`src/rtl/scl_clock_gen_pkg.sv`:
```
package scl_clock_gen_pkg;

  typedef enum logic [1:0] {
    MODE_IDLE   = 2'd0,
    MODE_RISE   = 2'd1,
    MODE_FALL   = 2'd2,
    MODE_TOGGLE = 2'd3
  } clkMode_t;

  typedef struct packed {
    logic restart;
  } ctlStrobe_t;

endpackage

```
`src/rtl/scl_hold_timer.sv`:
```
module scl_hold_timer
  import scl_clock_gen_pkg::*;
#(
  parameter int MIN_STABLE = 5
) (
  input  logic       clk,
  input  logic       rstN,
  input  logic       sclRise,
  input  logic       sclFall,
  input  ctlStrobe_t strobe,
  output logic       stableDone
);
  localparam int CNT_W = $clog2(MIN_STABLE + 1);
  localparam logic [CNT_W-1:0] CNT_MAX = CNT_W'(MIN_STABLE);

  logic [CNT_W-1:0] holdCnt;

  always_ff @(posedge clk) begin
    if (!rstN) begin
      holdCnt <= CNT_MAX;
    end else if (sclRise || sclFall || strobe.restart) begin
      holdCnt <= '0;
    end else if (holdCnt != CNT_MAX) begin
      holdCnt <= holdCnt + 1'b1;
    end
  end

  assign stableDone = (holdCnt == CNT_MAX);

  AST_COUNT_SATURATES: assert property (@(posedge clk) disable iff (!rstN)
    holdCnt <= CNT_MAX) else $error("hold counter overran");

  AST_EDGE_RESTARTS: assert property (@(posedge clk) disable iff (!rstN)
    (sclRise || sclFall) |=> (holdCnt == '0)) else $error("edge did not restart timer");

endmodule

```
`src/rtl/scl_clock_ctrl.sv`:
```
module scl_clock_ctrl
  import scl_clock_gen_pkg::*;
(
  input  logic       clk,
  input  logic       rstN,
  input  logic       sclLevel,
  input  logic       stableDone,
  input  logic       reqToggle,
  input  logic       reqLow,
  input  logic       reqHigh,
  output ctlStrobe_t strobe,
  output logic       pullLow,
  output logic       cannotComply
);
  clkMode_t mode;
  logic     nextPull;
  logic     nextFlag;

  always_comb begin
    if (reqToggle)    mode = MODE_TOGGLE;
    else if (reqLow)  mode = MODE_FALL;
    else if (reqHigh) mode = MODE_RISE;
    else              mode = MODE_IDLE;
  end

  always_comb begin
    nextPull       = pullLow;
    nextFlag       = cannotComply;
    strobe.restart = 1'b0;
    unique case (mode)
      MODE_TOGGLE: begin
        nextFlag = 1'b0;
        if (stableDone) begin
          if (pullLow) begin
            nextPull       = 1'b0;
            strobe.restart = 1'b1;
          end else if (sclLevel) begin
            nextPull       = 1'b1;
            strobe.restart = 1'b1;
          end
        end
      end
      MODE_FALL: begin
        nextFlag = 1'b0;
        if (stableDone && !pullLow) begin
          nextPull       = 1'b1;
          strobe.restart = 1'b1;
        end
      end
      MODE_RISE: begin
        if (stableDone) begin
          if (pullLow) begin
            nextPull       = 1'b0;
            strobe.restart = 1'b1;
          end else if (!sclLevel) begin
            nextFlag = 1'b1;
          end
        end
      end
      default: ;
    endcase
    if (sclLevel) nextFlag = 1'b0;
  end

  always_ff @(posedge clk) begin
    if (!rstN) begin
      pullLow      <= 1'b0;
      cannotComply <= 1'b0;
    end else begin
      pullLow      <= nextPull;
      cannotComply <= nextFlag;
    end
  end

  AST_HOLD_UNTIL_STABLE: assert property (@(posedge clk) disable iff (!rstN)
    !stableDone |=> $stable(pullLow)) else $error("transition before hold expired");

  AST_IDLE_KEEPS: assert property (@(posedge clk) disable iff (!rstN)
    (!reqToggle && !reqLow && !reqHigh) |=> $stable(pullLow)) else $error("idle changed line");

  AST_NO_PULL_WITH_FLAG: assert property (@(posedge clk) disable iff (!rstN)
    cannotComply |-> !pullLow) else $error("pulling while flagged");

  AST_FLAG_CLEARS_HIGH: assert property (@(posedge clk) disable iff (!rstN)
    sclLevel |=> !cannotComply) else $error("flag kept with line high");

  AST_FALL_DRIVES: assert property (@(posedge clk) disable iff (!rstN)
    (reqLow && !reqToggle && stableDone) |=> pullLow) else $error("fall request ignored");

  AST_TOGGLE_OVER_FALL: assert property (@(posedge clk) disable iff (!rstN)
    (reqToggle && reqLow && stableDone && pullLow) |=> !pullLow) else $error("precedence broken");

endmodule

```
`src/rtl/scl_clock_gen.sv`:
```
module scl_clock_gen
  import scl_clock_gen_pkg::*;
#(
  parameter int MIN_STABLE = 5
) (
  input  logic clk,
  input  logic rstN,
  input  logic sclLevel,
  input  logic sclRise,
  input  logic sclFall,
  input  logic reqToggle,
  input  logic reqLow,
  input  logic reqHigh,
  output logic pullLow,
  output logic cannotComply
);
  ctlStrobe_t strobe;
  logic       stableDone;

  scl_hold_timer #(.MIN_STABLE(MIN_STABLE)) i_timer (
    .clk        (clk),
    .rstN       (rstN),
    .sclRise    (sclRise),
    .sclFall    (sclFall),
    .strobe     (strobe),
    .stableDone (stableDone)
  );

  scl_clock_ctrl i_ctrl (
    .clk          (clk),
    .rstN         (rstN),
    .sclLevel     (sclLevel),
    .stableDone   (stableDone),
    .reqToggle    (reqToggle),
    .reqLow       (reqLow),
    .reqHigh      (reqHigh),
    .strobe       (strobe),
    .pullLow      (pullLow),
    .cannotComply (cannotComply)
  );

endmodule

```
`config.mk`:
```
export PLATFORM = sky130hd
export DESIGN_NAME = scl_clock_gen
export DESIGN_NICKNAME = d
export VERILOG_FILES = /design/src/rtl/scl_clock_gen_pkg.sv /design/src/rtl/scl_hold_timer.sv /design/src/rtl/scl_clock_ctrl.sv /design/src/rtl/scl_clock_gen.sv
export SDC_FILE = /design/constraint.sdc
export NUM_CORES = 1
export LEC_CHECK = 0
export ABC_AREA = 1
export BUFFER_PORTS_ARGS = -buffer_cell sky130_fd_sc_hd__clkbuf_2
export CAP_MARGIN = 40
export CELL_PAD_IN_SITES_DETAIL_PLACEMENT = 0
export CELL_PAD_IN_SITES_GLOBAL_PLACEMENT = 1
export CORE_AREA = 2 2 39 41
export CTS_BUF_LIST = sky130_fd_sc_hd__clkbuf_16
export CTS_CLUSTER_DIAMETER = 50
export DETAILED_ROUTE_END_ITERATION = 10
export DIE_AREA = 0 0 41 43
export MAX_ROUTING_LAYER = met4
export PLACE_DENSITY = 0.82
export SLEW_MARGIN = 0
export SYNTH_ARGS = -nofsm -noshare
export SYNTH_HDL_FRONTEND = slang
export SYNTH_SLANG_ARGS = --single-unit
```
`constraint.sdc`:
```
create_clock -name clk -period 2.1 [get_ports clk]
set_clock_uncertainty 0.1 [all_clocks]
set_input_delay 0.42 -clock clk [delete_from_list [all_inputs] [get_ports clk]]
set_output_delay 0.42 -clock clk [all_outputs]
set_load 0.01 [all_outputs]
```
# Yosys cells after proc, flatten, opt, wreduce, memory -nomap -nowiden
# Cells that the tools add are included.
[word_totals] in_bits=8 out_inout_bits=2 wordCells=47 regBits=5
[op_classes] n_eq_ne=9 n_reduce_logical=12 mux=20 addsub=1 bitwise=1
[ops] op="1-bit two-way mux" count=13
[ops] op="3-bit two-way mux" count=2
[ops] op="2-bit by 1-bit inequality test with 1-bit output (second input constant)" count=3
[ops] op="1-bit case mux with 3 select lines" count=2
[ops] op="2-bit OR reduction" count=3
[ops] op="2-bit equality test (second input constant)" count=2
[ops] op="2-bit two-way mux" count=2
[ops] op="4-bit AND reduction" count=1
[ops] op="2-bit nonzero test" count=2
[ops] op="3-bit by 1-bit adder with 3-bit output (second input constant)" count=1
[ops] op="3-bit equality test (second input constant)" count=1
[ops] op="3-bit inequality test (second input constant)" count=1
[ops] op="3-bit AND reduction" count=1
[ops] op="3-bit nonzero test" count=1
[ops] op="2-bit by 1-bit equality test with 1-bit output (second input constant)" count=1
[ops] op="1-bit logical OR" count=2
[ops] op="2-bit inequality test (second input constant)" count=1
[ops] op="1-bit case mux with 2 select lines" count=1
[ops] op="1-bit logical AND" count=1
[ops] op="1-bit zero test" count=1
[ops] op="1-bit NOT" count=1

# Depth between registers and ports, before layout
[depth] depth_word=7 depth_mapped=11 ltp_nobuf=11

# Cells and area by module
# Synthesis repeated with hierarchy kept, for this count alone.
[hier_totals] hier_cells=60 hier_area_um2=384.1
[by_module_without_submodules] module="scl_clock_ctrl" area_each_um2=203.9 cells_each=33 n_inst=1 seq_area_each_um2=40.0
[by_module_without_submodules] module="scl_hold_timer" area_each_um2=180.2 cells_each=27 n_inst=1 seq_area_each_um2=60.1

# Worst setup path before layout
# Ideal clock, no wire load.
[synth_timing] path_kind="input -> register" startpoint="input port reqLow" endpoint="register i_ctrl.pullLow" path_buffers=0 setup_time_ns=0.115 cell_stages=11 t_required_ns=1.885 path_slack_ns=0.608 arrival_time_ns=1.277 path_cell_list="inv_1 nand2_1 nand2_1 inv_1 ha_1 inv_1 nand3b_1 nand2_1 nand3_1 nand2_1 nor2_1"
[synth_via] elab_chain_cells=5 elab_cells_between_ends=11 cone_classes="eq/ne (6); mux (3); reduce/logical (2)"
[synth_rtl] item="start, declared" line="scl_clock_gen.sv:12" source="input logic reqLow,"
[synth_rtl] item="2-bit two-way mux *" line="scl_clock_ctrl.sv:21" source="else if (reqLow) mode = MODE_FALL;"
[synth_rtl] item="2-bit two-way mux *" line="scl_clock_ctrl.sv:20" source="if (reqToggle) mode = MODE_TOGGLE;"
[synth_rtl] item="2-bit equality test / 2-bit by 1-bit equality test with 1-bit output (equally long branches)" line="scl_clock_ctrl.sv:30" source="unique case (mode)"
[synth_rtl] item="2-bit by 1-bit inequality test with 1-bit output (no source line) / 3-bit nonzero test (equally long branches)"
[synth_rtl] item="4-bit AND reduction (no source line)"
[synth_rtl] item="end signal, assigned" line="scl_clock_ctrl.sv:70" source="pullLow <= nextPull;"
[synth_rtl] item="end, declared" line="scl_clock_ctrl.sv:12" source="output logic pullLow,"
# Mark *: on every way between the ends. The rest lies on a longest branch, timed or not.
# A chain may end at the register's enable or synchronous reset.

# Worst setup path in the final report
# Same ends and word-level chain as after synthesis.

==> results.json <==
{
  "area_delta_synth_final_pct": 32.7,
  "wl_per_cell_microns": 8.61,
  "crit_top_cell": "nand2_1",
  "hpwl_microns": 666,
  "status": "finished, final reports clean",
  "layout_setup_ws_ps": 614,
  "setup_violations": 0,
  "nets": 92,
  "final_layout_size_suffix_gt1_frac": 0.247,
  "synth-edff-count": 0,
  "yosys-top-cells-area": "dfxtp_1 23%, ha_1 17%, nand2_1 14%",
  "fillers": 148,
  "grt_max_degree": 6,
  "synthCells": 64,
  "routed_wirelength_microns": 801,
  "critPathLaunchType": "input pin",
  "power_frac_comb": 0.152,
  "seq_power_share": 0.225,
  "fin_crit_ps": 1490,
  "viasPerCell": 4.39,
  "hold_viol_final": 0,
  "required_ps": 2110,
  "grt_util_all_layers": 0.106,
  "crit_buf_inv": 4,
  "cp_max_fo": 4,
  "path_class": "in2reg",
  "die_w_microns": 41,
  "yosys-top-cells-count": "16 x nand2_1, 14 x inv_1, 6 x ha_1",
  "via_count": 408,
  "ys_async_sr_fraction": 0,
  "leakage_uw": 0.000315,
  "rsz0062_at_grt": "false",
  "core_sq_mm": 0.00138,
  "tns_ps": 0,
  "ys_seq_area_frac": 0.227,
  "synth.yosys.warnings": 0,
  "path_clk_slew_ps": 30,
  "drt_iter0_markers": 7,
  "clkPwrFrac": 0.623,
  "slew_headroom": 0.858,
  "end_kind": "register",
  "ctsHoldBuffers": 0,
  "grt_pass1_wl_microns": 1210,
  "hold_class": "in2reg",
  "dp_worst_setup_slack_ps": 381,
  "post_cts_resized": 0,
  "crit_chain": "clkbuf_2, inv_1, nand2_1, nand2_1, inv_1, ha_1, inv_1, nand3_1, nand2_1, nand3_1, nand2_1, nor2_1",
  "sw_frac_of_total": 0.219,
  "syn_area_sq_um": 440,
  "synth.distinct_cells": 18,
  "fp.dieH_microns": 43,
  "arrival_ps": 1500,
  "drcViolationCount": 0,
  "vdd_drop_max_v": 0.000302,
  "antenna_left": 0,
  "synth_top_area_share": 0.227,
  "cp_top_family": "simple AND/OR/NAND/NOR gates",
  "drv_cap": 0,
  "htree_levels": 1,
  "diodes": 0,
  "dr.pass1.iters": 2,
  "synth-main-ff-cell": "dfxtp_1",
  "slew_viol_final": 0,
  "p_int_uw": 379,
  "synth.avg_cell_area_sq_um": 6.88,
  "fmax_ghz": 0.673,
  "antenna_found_initial": 0,
  "start_util": 0.318,
  "place.gp.congestion": 0.774,
  "cts_max_path_buffers": 2,
  "synth_top_area_cell": "dfxtp_1",
  "synth.most_common_cell": "nand2_1",
  "p_sw_uw": 106,
  "post-cts-setup-buffers": 0,
  "cpPeakStageDelay_ps": 250,
  "grt_pass1_vias": 346,
  "cts_tree": "yes",
  "worst_slew_pin_slew_ps": 212,
  "cp_slowest_cell": "ha_1",
  "root_buffer": "clkbuf_16",
  "cts_made_buffers": 3,
  "insertion_delay_ps": 220,
  "syn_nets": 78,
  "power_density_mw_per_mm2": 830,
  "synth_seq_cells": 5,
  "portBuffers": 9,
  "gr-total-overflow": 0,
  "num_rows": 14,
  "period_share": 0.708,
  "ios": 10,
  "cts.sink_count": 5,
  "fp.dieArea_sq_mm": 0.00176
}
## cell families (layout without fill, tap and decap cells)
kind of cell / after synthesis / count (layout) / share of synthesized area
simple gates: 32 / 32 / 0.386
buf+inv: 15 / 28 / 0.128
compound gates: 6 / 6 / 0.0881
flops: 5 / 5 / 0.227
fa+ha+maj: 6 / 6 / 0.170
## power groups by stage
stage / sequential, uW / combinational [uW] / clock [uW]
after floorplan: 111 / 52.9 / 0
after global placement: 110 / 73.1 / 0
after detailed placement: 111 / 74.0 / 0
after CTS: 110 / 74.9 / 307
after global routing: 110 / 84.0 / 314
final: 109 / 73.7 / 302
## layout make-up
| class | instances | area [sq um] | share of cell area |
|---|---|---|---|
| Tap cell | 16 | 20.0 | 0.0343 |
| Sequential cell | 5 | 100 | 0.171 |
| Multi-Input combinational cell | 44 | 284 | 0.486 |
| Inverter | 15 | 56.3 | 0.0964 |
| Timing Repair Buffer | 9 | 45.0 | 0.0771 |
| Clock buffer | 3 | 75.1 | 0.128 |
| Clock inverter | 1 | 3.75 | 0.00642 |
## placed cells by master (no fill, tap or decap)
cell	count
nand3_1	4
clkbuf_2	9
inv_1	15
nor3b_2	1
o211ai_1	1
nand2_1	16
nand3b_1	1
o21ai_0	1
ha_1	6
inv_2	1
o21bai_1	1
dfxtp_1	5
nor2_1	4
o21ai_2	1
nand3_2	2
nand2_4	1
a21oi_1	2
clkbuf_16	3
nand4_1	2
nor2_4	1
## worst reg2reg max path: cells and delay by family, from the launching register on
kind          cells  cell delay [ps]
fa+ha+maj         1              240
simple gates      5              480
flops             1              380
## path summary, 6_finish.rpt
path	start	end	slack [ps]	cells past startpoint
setup / recovery	reqLow	i_ctrl.pullLow$_SDFFE_PN0P_	610	12
hold reg to reg	i_ctrl.cannotComply$_SDFFE_PP0P_	i_ctrl.cannotComply$_SDFFE_PP0P_	360	2
setup reg to reg	i_timer.holdCnt[0]$_SDFFE_PN1P_	i_timer.holdCnt[0]$_SDFFE_PN1P_	790	6
hold / removal	rstN	i_timer.holdCnt[2]$_SDFFE_PN1P_	320	2
## per-stage QoR
step	cells	hold slack [ps]	util	area [sq um]	total power (uW)
after floorplan	64	389	-	440	164
after CTS	93	328	0.422	584	491
final	93	322	0.422	584	485
after detailed placement	89	362	0.365	505	185
after global placement	89	360	0.365	505	183
after global routing	93	340	0.422	584	508
## state kept, by name, indices dropped and copies added (netlist names)
| name | cells |
|---|---|
| i_ctrl.pullLow | 1 |
| i_ctrl.cannotComply | 1 |
| i_timer.holdCnt | 3 |
## routing by layer
| layer | up-vias | global-route usage | part of all wire |
|---|---|---|---|
| met5 | - | - | 0 |
| met4 | 0 | 0.0600 | 0 |
| met3 | 0 | 0.0314 | 0.016 |
| met2 | 4 | 0.172 | 0.52 |
| met1 | 180 | 0.105 | 0.46 |
| li1 | 224 | - | - |
No activity file was read; power rests on OpenSTA's default activity.
